<file path="src/rtl/tod_pkg.sv">
package tod_pkg;
  localparam logic [7:0] ADDR_CTRL  = 8'h14;
  localparam logic [7:0] ADDR_SEC   = 8'h15;
  localparam logic [7:0] ADDR_MIN   = 8'h16;
  localparam logic [7:0] ADDR_HOUR  = 8'h17;
  localparam logic [7:0] ADDR_DAYLO = 8'h18;
  localparam logic [7:0] ADDR_DAYHI = 8'h19;
  localparam int CTRL_RUN_BIT  = 0;
  localparam int CTRL_BUSY_BIT = 7;
endpackage

</file>
<file path="src/rtl/tod_bcd_field.sv">
module tod_bcd_field #(
  parameter int           W     = 7,
  parameter logic [W-1:0] LIMIT = 7'h59
) (
  input  logic         clk,
  input  logic         rst_n,
  input  logic         inc_i,
  input  logic         ld_i,
  input  logic [W-1:0] ld_val_i,
  output logic [W-1:0] val_o,
  output logic         wrap_o
);
  logic [W-1:0] val_q, val_d;
  logic         upd;

  assign upd = ld_i | inc_i;

  always_comb begin
    val_d = val_q;
    if (ld_i) begin
      val_d = ld_val_i;
    end else if (inc_i) begin
      if (val_q == LIMIT)            val_d = '0;
      else if (val_q[3:0] == 4'd9)   val_d = {val_q[W-1:4] + 1'b1, 4'd0};
      else                           val_d = val_q + 1'b1;
    end
  end

  always_ff @(posedge clk or negedge rst_n) begin
    if (!rst_n)   val_q <= '0;
    else if (upd) val_q <= val_d;
  end

  assign val_o  = val_q;
  assign wrap_o = inc_i & ~ld_i & (val_q == LIMIT);
endmodule

</file>
<file path="src/rtl/tod_day_counter.sv">
module tod_day_counter #(
  parameter int DAY_W = 15
) (
  input  logic             clk,
  input  logic             rst_n,
  input  logic             inc_i,
  input  logic             ld_lo_i,
  input  logic             ld_hi_i,
  input  logic [7:0]       data_i,
  output logic [DAY_W-1:0] day_o
);
  localparam int HI_W = DAY_W - 8;

  logic [DAY_W-1:0] day_q, day_d;
  logic             upd;

  assign upd = inc_i | ld_lo_i | ld_hi_i;

  always_comb begin
    day_d = day_q;
    if (ld_lo_i)      day_d[7:0]       = data_i;
    else if (ld_hi_i) day_d[DAY_W-1:8] = data_i[HI_W-1:0];
    else if (inc_i)   day_d            = day_q + 1'b1;
  end

  always_ff @(posedge clk or negedge rst_n) begin
    if (!rst_n)   day_q <= '0;
    else if (upd) day_q <= day_d;
  end

  assign day_o = day_q;
endmodule

</file>
<file path="src/rtl/tod_busy_timer.sv">
module tod_busy_timer #(
  parameter int CYCLES = 3
) (
  input  logic clk,
  input  logic rst_n,
  input  logic start_i,
  output logic busy_o
);
  localparam int CNT_W = $clog2(CYCLES + 1);

  logic [CNT_W-1:0] cnt_q, cnt_d;
  logic             upd;

  assign busy_o = (cnt_q != '0);
  assign upd    = start_i | busy_o;

  always_comb begin
    if (start_i)     cnt_d = CNT_W'(CYCLES);
    else if (busy_o) cnt_d = cnt_q - 1'b1;
    else             cnt_d = cnt_q;
  end

  always_ff @(posedge clk or negedge rst_n) begin
    if (!rst_n)   cnt_q <= '0;
    else if (upd) cnt_q <= cnt_d;
  end
endmodule

</file>
<file path="src/rtl/bcd_tod_counter.sv">
module bcd_tod_counter
  import tod_pkg::*;
#(
  parameter int BUSY_CYCLES = 3,
  parameter int DAY_W       = 15
) (
  input  logic       clk,
  input  logic       rst_n,
  input  logic       tick_i,
  input  logic       wr_i,
  input  logic [7:0] addr_i,
  input  logic [7:0] wdata_i,
  output logic [7:0] rdata_o
);
  localparam int SEC_W  = 7;
  localparam int MIN_W  = 7;
  localparam int HOUR_W = 6;

  // reset synchronizer: asynchronous assert, synchronous release
  logic [1:0] rst_sync_q;
  logic       rst_int_n;
  always_ff @(posedge clk or negedge rst_n) begin
    if (!rst_n) rst_sync_q <= 2'b00;
    else        rst_sync_q <= {rst_sync_q[0], 1'b1};
  end
  assign rst_int_n = rst_sync_q[1];

  logic              busy, wr_acc, advance;
  logic              en_q, en_d, pend_q, pend_d;
  logic              hit_ctrl, hit_sec, hit_min, hit_hour, hit_dlo, hit_dhi;
  logic              sec_wrap, min_wrap, hour_wrap;
  logic [SEC_W-1:0]  sec_q;
  logic [MIN_W-1:0]  min_q;
  logic [HOUR_W-1:0] hour_q;
  logic [DAY_W-1:0]  day_q;

  assign wr_acc   = wr_i & ~busy;
  assign hit_ctrl = wr_acc & (addr_i == ADDR_CTRL);
  assign hit_sec  = wr_acc & (addr_i == ADDR_SEC);
  assign hit_min  = wr_acc & (addr_i == ADDR_MIN);
  assign hit_hour = wr_acc & (addr_i == ADDR_HOUR);
  assign hit_dlo  = wr_acc & (addr_i == ADDR_DAYLO);
  assign hit_dhi  = wr_acc & (addr_i == ADDR_DAYHI);

  // a tick colliding with an accepted write is held one cycle
  assign advance = (tick_i | pend_q) & en_q & ~wr_acc;
  assign pend_d  = (tick_i | pend_q) & en_q &  wr_acc;
  assign en_d    = hit_ctrl ? wdata_i[CTRL_RUN_BIT] : en_q;

  always_ff @(posedge clk or negedge rst_int_n) begin
    if (!rst_int_n) begin
      en_q   <= 1'b0;
      pend_q <= 1'b0;
    end else begin
      en_q   <= en_d;
      pend_q <= pend_d;
    end
  end

  tod_busy_timer #(.CYCLES(BUSY_CYCLES)) u_busy (
    .clk(clk), .rst_n(rst_int_n), .start_i(advance | wr_acc), .busy_o(busy)
  );

  tod_bcd_field #(.W(SEC_W), .LIMIT(7'h59)) u_sec (
    .clk(clk), .rst_n(rst_int_n), .inc_i(advance), .ld_i(hit_sec),
    .ld_val_i(wdata_i[SEC_W-1:0]), .val_o(sec_q), .wrap_o(sec_wrap)
  );

  tod_bcd_field #(.W(MIN_W), .LIMIT(7'h59)) u_min (
    .clk(clk), .rst_n(rst_int_n), .inc_i(sec_wrap), .ld_i(hit_min),
    .ld_val_i(wdata_i[MIN_W-1:0]), .val_o(min_q), .wrap_o(min_wrap)
  );

  tod_bcd_field #(.W(HOUR_W), .LIMIT(6'h23)) u_hour (
    .clk(clk), .rst_n(rst_int_n), .inc_i(min_wrap), .ld_i(hit_hour),
    .ld_val_i(wdata_i[HOUR_W-1:0]), .val_o(hour_q), .wrap_o(hour_wrap)
  );

  tod_day_counter #(.DAY_W(DAY_W)) u_day (
    .clk(clk), .rst_n(rst_int_n), .inc_i(hour_wrap), .ld_lo_i(hit_dlo),
    .ld_hi_i(hit_dhi), .data_i(wdata_i), .day_o(day_q)
  );

  always_comb begin
    rdata_o = 8'h00;
    case (addr_i)
      ADDR_CTRL: begin
        rdata_o[CTRL_RUN_BIT]  = en_q;
        rdata_o[CTRL_BUSY_BIT] = busy;
      end
      ADDR_SEC:   rdata_o = 8'(sec_q);
      ADDR_MIN:   rdata_o = 8'(min_q);
      ADDR_HOUR:  rdata_o = 8'(hour_q);
      ADDR_DAYLO: rdata_o = day_q[7:0];
      ADDR_DAYHI: rdata_o = 8'(day_q[DAY_W-1:8]);
      default:    rdata_o = 8'h00;
    endcase
  end
endmodule

</file>
<file path="config.mk">
export PLATFORM = sky130hd
export DESIGN_NAME = bcd_tod_counter
export DESIGN_NICKNAME = d
export VERILOG_FILES = /design/src/rtl/tod_pkg.sv /design/src/rtl/tod_bcd_field.sv /design/src/rtl/tod_day_counter.sv /design/src/rtl/tod_busy_timer.sv /design/src/rtl/bcd_tod_counter.sv
export SDC_FILE = /design/constraint.sdc
export NUM_CORES = 1
export LEC_CHECK = 0
export ABC_AREA = 1
export BUFFER_PORTS_ARGS = -buffer_cell sky130_fd_sc_hd__buf_2
export CAP_MARGIN = 15
export CELL_PAD_IN_SITES_DETAIL_PLACEMENT = 2
export CELL_PAD_IN_SITES_GLOBAL_PLACEMENT = 2
export CORE_ASPECT_RATIO = 0.75
export CORE_UTILIZATION = 36
export CTS_CLUSTER_DIAMETER = 60
export DETAILED_ROUTE_END_ITERATION = 16
export GPL_TIMING_DRIVEN = 0
export HOLD_SLACK_MARGIN = 0.03
export PLACE_DENSITY = 0.82
export SYNTH_ARGS = -nofsm -noshare
export SYNTH_HDL_FRONTEND = slang
export SYNTH_SLANG_ARGS = --single-unit
</file>
<file path="constraint.sdc">
create_clock -name clk -period 2.25 [get_ports clk]
set_clock_uncertainty 0.15 [all_clocks]
set_input_delay 0.3375 -clock clk [delete_from_list [all_inputs] [get_ports clk]]
set_output_delay 0.3375 -clock clk [all_outputs]
set_load 0.01 [all_outputs]
</file>
# Yosys cells after proc, flatten, opt, wreduce, memory -nomap -nowiden
# Cells that the tools add are included.
# op_classes
n_shift	0
div	0
add_sub_neg	8
n_eq_ne	13
n_mux	21
n_reduce_logical	13
n_bitwise	30
n_lt_le_gt_ge	0
n_mul	0
# op_table
operator	count
7-bit two-way mux	9
8-bit by 5-bit equality test with 1-bit output, second input constant	6
6-bit case mux with 5 select lines	1
6-bit two-way mux	4
1-bit bitwise AND	16
8-bit two-way mux	2
15-bit by 1-bit adder with 15-bit output, second input constant	1
15-bit two-way mux	1
7-bit by 1-bit adder with 7-bit output, second input constant	2
7-bit equality test, second input constant	2
2-bit nonzero test	7
4-bit equality test, second input constant	3
1-bit bitwise OR	8
2-bit AND reduction	4
3-bit by 1-bit adder with 3-bit output, second input constant	2
6-bit by 1-bit adder with 6-bit output, second input constant	1
6-bit equality test, second input constant	1
1-bit inverter	6
1-bit case mux with 6 select lines	1
3-bit AND reduction	2
2-bit two-way mux	2
2-bit by 1-bit adder with 2-bit output, second input constant	1
2-bit by 1-bit inequality test with 1-bit output, second input constant	1
1-bit case mux with 2 select lines	1
2-bit by 1-bit subtractor with 2-bit output, second input constant	1
# totals
reg_bits	41
memories	0
mem_bits_ro	0
latch_bits	0
ramBits	0
wordCells	94
out_inout_bits	8

# Logic depth before layout (Yosys ltp)
# depth
ltp_word	14
ltp_mapped	12
depth_no_buf	12

# Cells and area by module
# Synthesis repeated with hierarchy kept, for this count alone.
# hier_totals
hier_cells	495
hier_area_um2	3369.5
# by_module_without_submodules
module	cells_each	area_per_inst_um2	n_inst
tod_day_counter	152	1077.3	1
tod_bcd_field (u_min ...)	71	511.7	2
bcd_tod_counter	128	704.4	1
tod_bcd_field (u_hour)	59	457.9	1
tod_busy_timer	14	106.4	1

# Worst setup path before layout
# Ideal clock, no wire load.
# synth_timing
path_type	input to output
start	in addr_i[5]
end	out rdata_o[3]
path_stages	8
slack_ps	477
arrival_ps	1285
cell_sequence	inv_1 > nand2_1 > nor3_4 > buf_4 > nand2_1 > o22ai_1 > nor2_1 > nand2_1
# synth_between
elab_chain_len	2
elab_cells_between_ends	6
classes_between	eq/ne: 5; mux: 1
# synth_lines
item	line	text
start: declaration	bcd_tod_counter.sv:11	input logic [7:0] addr_i,
8-bit by 5-bit equality test with 1-bit output	bcd_tod_counter.sv:86	case (addr_i)
6-bit case mux with 5 select lines *	bcd_tod_counter.sv:86	
end: declaration	bcd_tod_counter.sv:13	output logic [7:0] rdata_o
# Every way passes the cells marked *; elsewhere a longest branch is shown, timed or not.

# Worst setup path after layout
# layout_timing
start	in addr_i[5]
end	out rdata_o[2]
# The elaborated chain is that of the path after synthesis.

==> metrics.csv <==
stage,metric,value,unit
worst_setup_path,CP top delay family,simple AND/OR/NAND/NOR gates,
flow_run,Max Cap Viol,0,
synthesis,Post-synth EDFFs,0,
detailed_routing,DR pass1 iterations,4,
worst_setup_path,CP Capture Type,output pin,
floorplanning,standard-cell rows,29,
floorplanning,core box area,8490,um^2
place,HPWL Detailed,9590,um
worst_setup_path,crit path DAT,1650,ps
place,IO Port Bufs,27,
synthesis,Synth top area share,0.324,
finish,final core occ,0.437,
worst_setup_path,Worst R2R End,u_sec.val_o[1],
synthesis,Syn Inst Count,466,
clock_network,H-tree Lvls,2,
timing,post-route minimum period,2140,ps
synthesis,"flops & latches, synth",41,
detailed_routing,"antenna viol nets, final",0,
clock_network,worst-case clock buffer depth,2,
synthesis,asr flop ratio synth,1.00,
pwr,Switching Share,0.355,
detailed_routing,Post-Route WL,12500,um
finish,Nets,538,
finish,area occupied by multi-input gates,1910,um^2
synthesis,Post-Syn Area,3170,um^2
worst_setup_path,slowest cell delay on critical path,220,ps
clock_network,worst skew pair latency,290,ps
worst_setup_path,Worst R2R Path Depth,9,
synthesis,most common cell in the netlist,nand2_1,
synthesis,syn_nets,497,
finish,# diodes,0,
worst_setup_path,Required @ worst endpoint,1760,ps
status,status,completed,
finish,"non-filler cells, final",616,
finish,Area growth syn-to-layout,17.0,%
clock_network,TritonCTS Sinks,41,
global_route,Global Route Usage Sum,0.294,
floorplanning,Die ar.,9190,um^2
clock_network,number of buffers created by CTS,5,
clock_network,root buf cell,clkbuf_16,
pwr,clock group share of total power,0.329,
synthesis,ys flop type,dfrtp_1,
synthesis,count of different cell masters after synthesis,34,
floorplanning,Top Ports,28,
pwr,Pleak,1.90,nW
finish,layout cells sized above 1,0.165,
place,routability cong.,0.809,
synthesis,Post-Syn Area per Cell,6.80,um^2
worst_setup_path,CP cell instances,"buf_2, inv_1, nand2_1, nor3_4, buf_4, nand2_2, o22ai_2, inv_1, nand3_1, buf_2",
detailed_routing,DRC,0,
synthesis,Yosys top cell by area,dfrtp_1,
timing,final period utilization,0.952,
synthesis,post-synthesis sequential area ratio,0.324,
place,dpl cells,602,
synthesis,Synth area leaders,"dfrtp_1, nand2_1, nand3_1",
timing,final max-slew violation count,0,
worst_setup_path,Setup Crit Path Kind,primary input to output pin,
synthesis,top post-synthesis cells by count,"nand2_1, nand3_1, inv_1",
worst_setup_path,reg2reg setup slack,180,ps
detailed_routing,total number of vias,3327,
worst_setup_path,critical path peak fanout,7,
global_route,grt ovf,0,
detailed_routing,Initial DRC Count,144,
global_route,first-pass GRT wire length,20200,um
detailed_routing,Avg WL per Cell,20.3,um
worst_setup_path,critical path startpoint category,primary input,
pwr,combinational share of power,0.236,
global_route,antenna violations before repair,0,
global_route,vias in the first global route,3724,
timing,Max Freq,467,MHz
timing,"Hold Vio Cnt, Final",0,
synthesis,Synth Warn #,0,
place,pre-CTS WS,-125,ps
pwr,Psw,794,uW
pwr,Max VDD drop,338,uV
finish,fill cell count,1036,
detailed_routing,vias per inst,5.40,
worst_setup_path,reg2reg start,u_busy.cnt_q[0],
floorplanning,Die Y,83.3,um
global_route,largest net degree at the start of global routing,28,
floorplanning,Starting Density,0.373,
timing,# setup viols final,0,
floorplanning,Die Wd,110,um
pwr,share of total power in sequential cells,0.434,
finish,Reg area,1030,um^2
clock_network,"CTS clk-pin slew, worst paths",70,ps
timing,"crit path setup slack, layout",109,ps
clock_network,CTS tree,done,
pwr,Pwr Density,602,nW/um^2
worst_hold_path,worst min path class,flip-flop to asynchronous set/reset pin,
pwr,internal cell power,1.44,mW
worst_setup_path,critical path's slowest cell,nor3_4,
worst_setup_path,CP bufs+invs,5,
[cells by family after synthesis]
logic type | synth area share
simple gates | 0.403
compound gates | 0.0947
flops | 0.324
buf+inv | 0.0900
fa+ha+maj | 0.0434
xor+xnor | 0.0442
other cells | 0.00118
[cells in the final DEF, fill, tap and decap left out, drive strengths merged, types with 9 or more instances in the layout]
cell,synthesis,routed
inv,63,63
ha,11,11
dfrtp,41,41
o211ai,9,9
nand3,66,66
o22ai,12,12
o21ai,22,22
buf,5,38
xor2,14,14
nand2,153,153
nand4,10,10
nor2,43,43
[state kept, by name, indices dropped and copies added, names as in the netlist]
register      count
pend_q            1
en_q              1
rst_sync_q        2
u_sec.val_o       7
u_hour.val_o      6
u_min.val_o       7
u_busy.cnt_q      2
u_day.day_o      15
[worst max-delay path by stage]
| stage | start | end | slack [ps] | cells past startpoint |
|---|---|---|---|---|
| floorplan | addr_i[5] | rdata_o[3] | 480 | 8 |
| global placement | addr_i[5] | rdata_o[0] | -90 | 10 |
| detailed placement | addr_i[5] | rdata_o[0] | -130 | 10 |
| CTS | addr_i[5] | rdata_o[6] | 60 | 10 |
| global route | addr_i[1] | rdata_o[2] | -10 | 9 |
| finish | addr_i[5] | rdata_o[2] | 110 | 10 |
[final cells by class]
cell class | count | area share
Multi-Input combinational cell | 356 | 0.516
Sequential cell | 41 | 0.277
Inverter | 64 | 0.0655
Timing Repair Buffer | 34 | 0.0547
Tap cell | 108 | 0.0364
Clock buffer | 5 | 0.0337
Buffer | 5 | 0.0125
Clock inverter | 3 | 0.00472
[power by group through the flow]
stage / clock network, mW / logic (mW) / registers, mW
after floorplan: 0 / 0.341 / 0.938
after global placement: 0 / 0.442 / 0.976
after detailed placement: 0 / 0.498 / 0.978
after CTS: 0.754 / 0.515 / 0.969
after global routing: 0.774 / 0.595 / 0.987
final: 0.735 / 0.528 / 0.969
[metal layers]
metal	up-vias	track usage	routed length (um)
met5	-	0	0
met4	0	0.0694	282
met3	22	0.0463	648
met2	58	0.469	5650
met1	1654	0.413	5910
li1	1593	-	-
[what timing repair did]
item	CTS	global route
pin swaps	1	2
hold buffers	1	0
gates resized for setup	5	8
hold endpoints to repair	2	0
setup endpoints to repair	6	29
setup buffers	2	3
[stage by stage]
step,total power [mW],area (um^2),setup TNS (ps),hold slack (ps)
6_report,2.23,3710,0,39.1
5_1_grt,2.36,3710,-13.1,73.1
4_1_cts,2.24,3650,0,51.7
3_5_place_dp,1.48,3460,-266,-18.3
3_3_place_gp,1.42,3440,-116,-26.4
2_1_floorplan,1.28,3170,0,-108
Note: power is estimated with default switching activity, not from simulation.
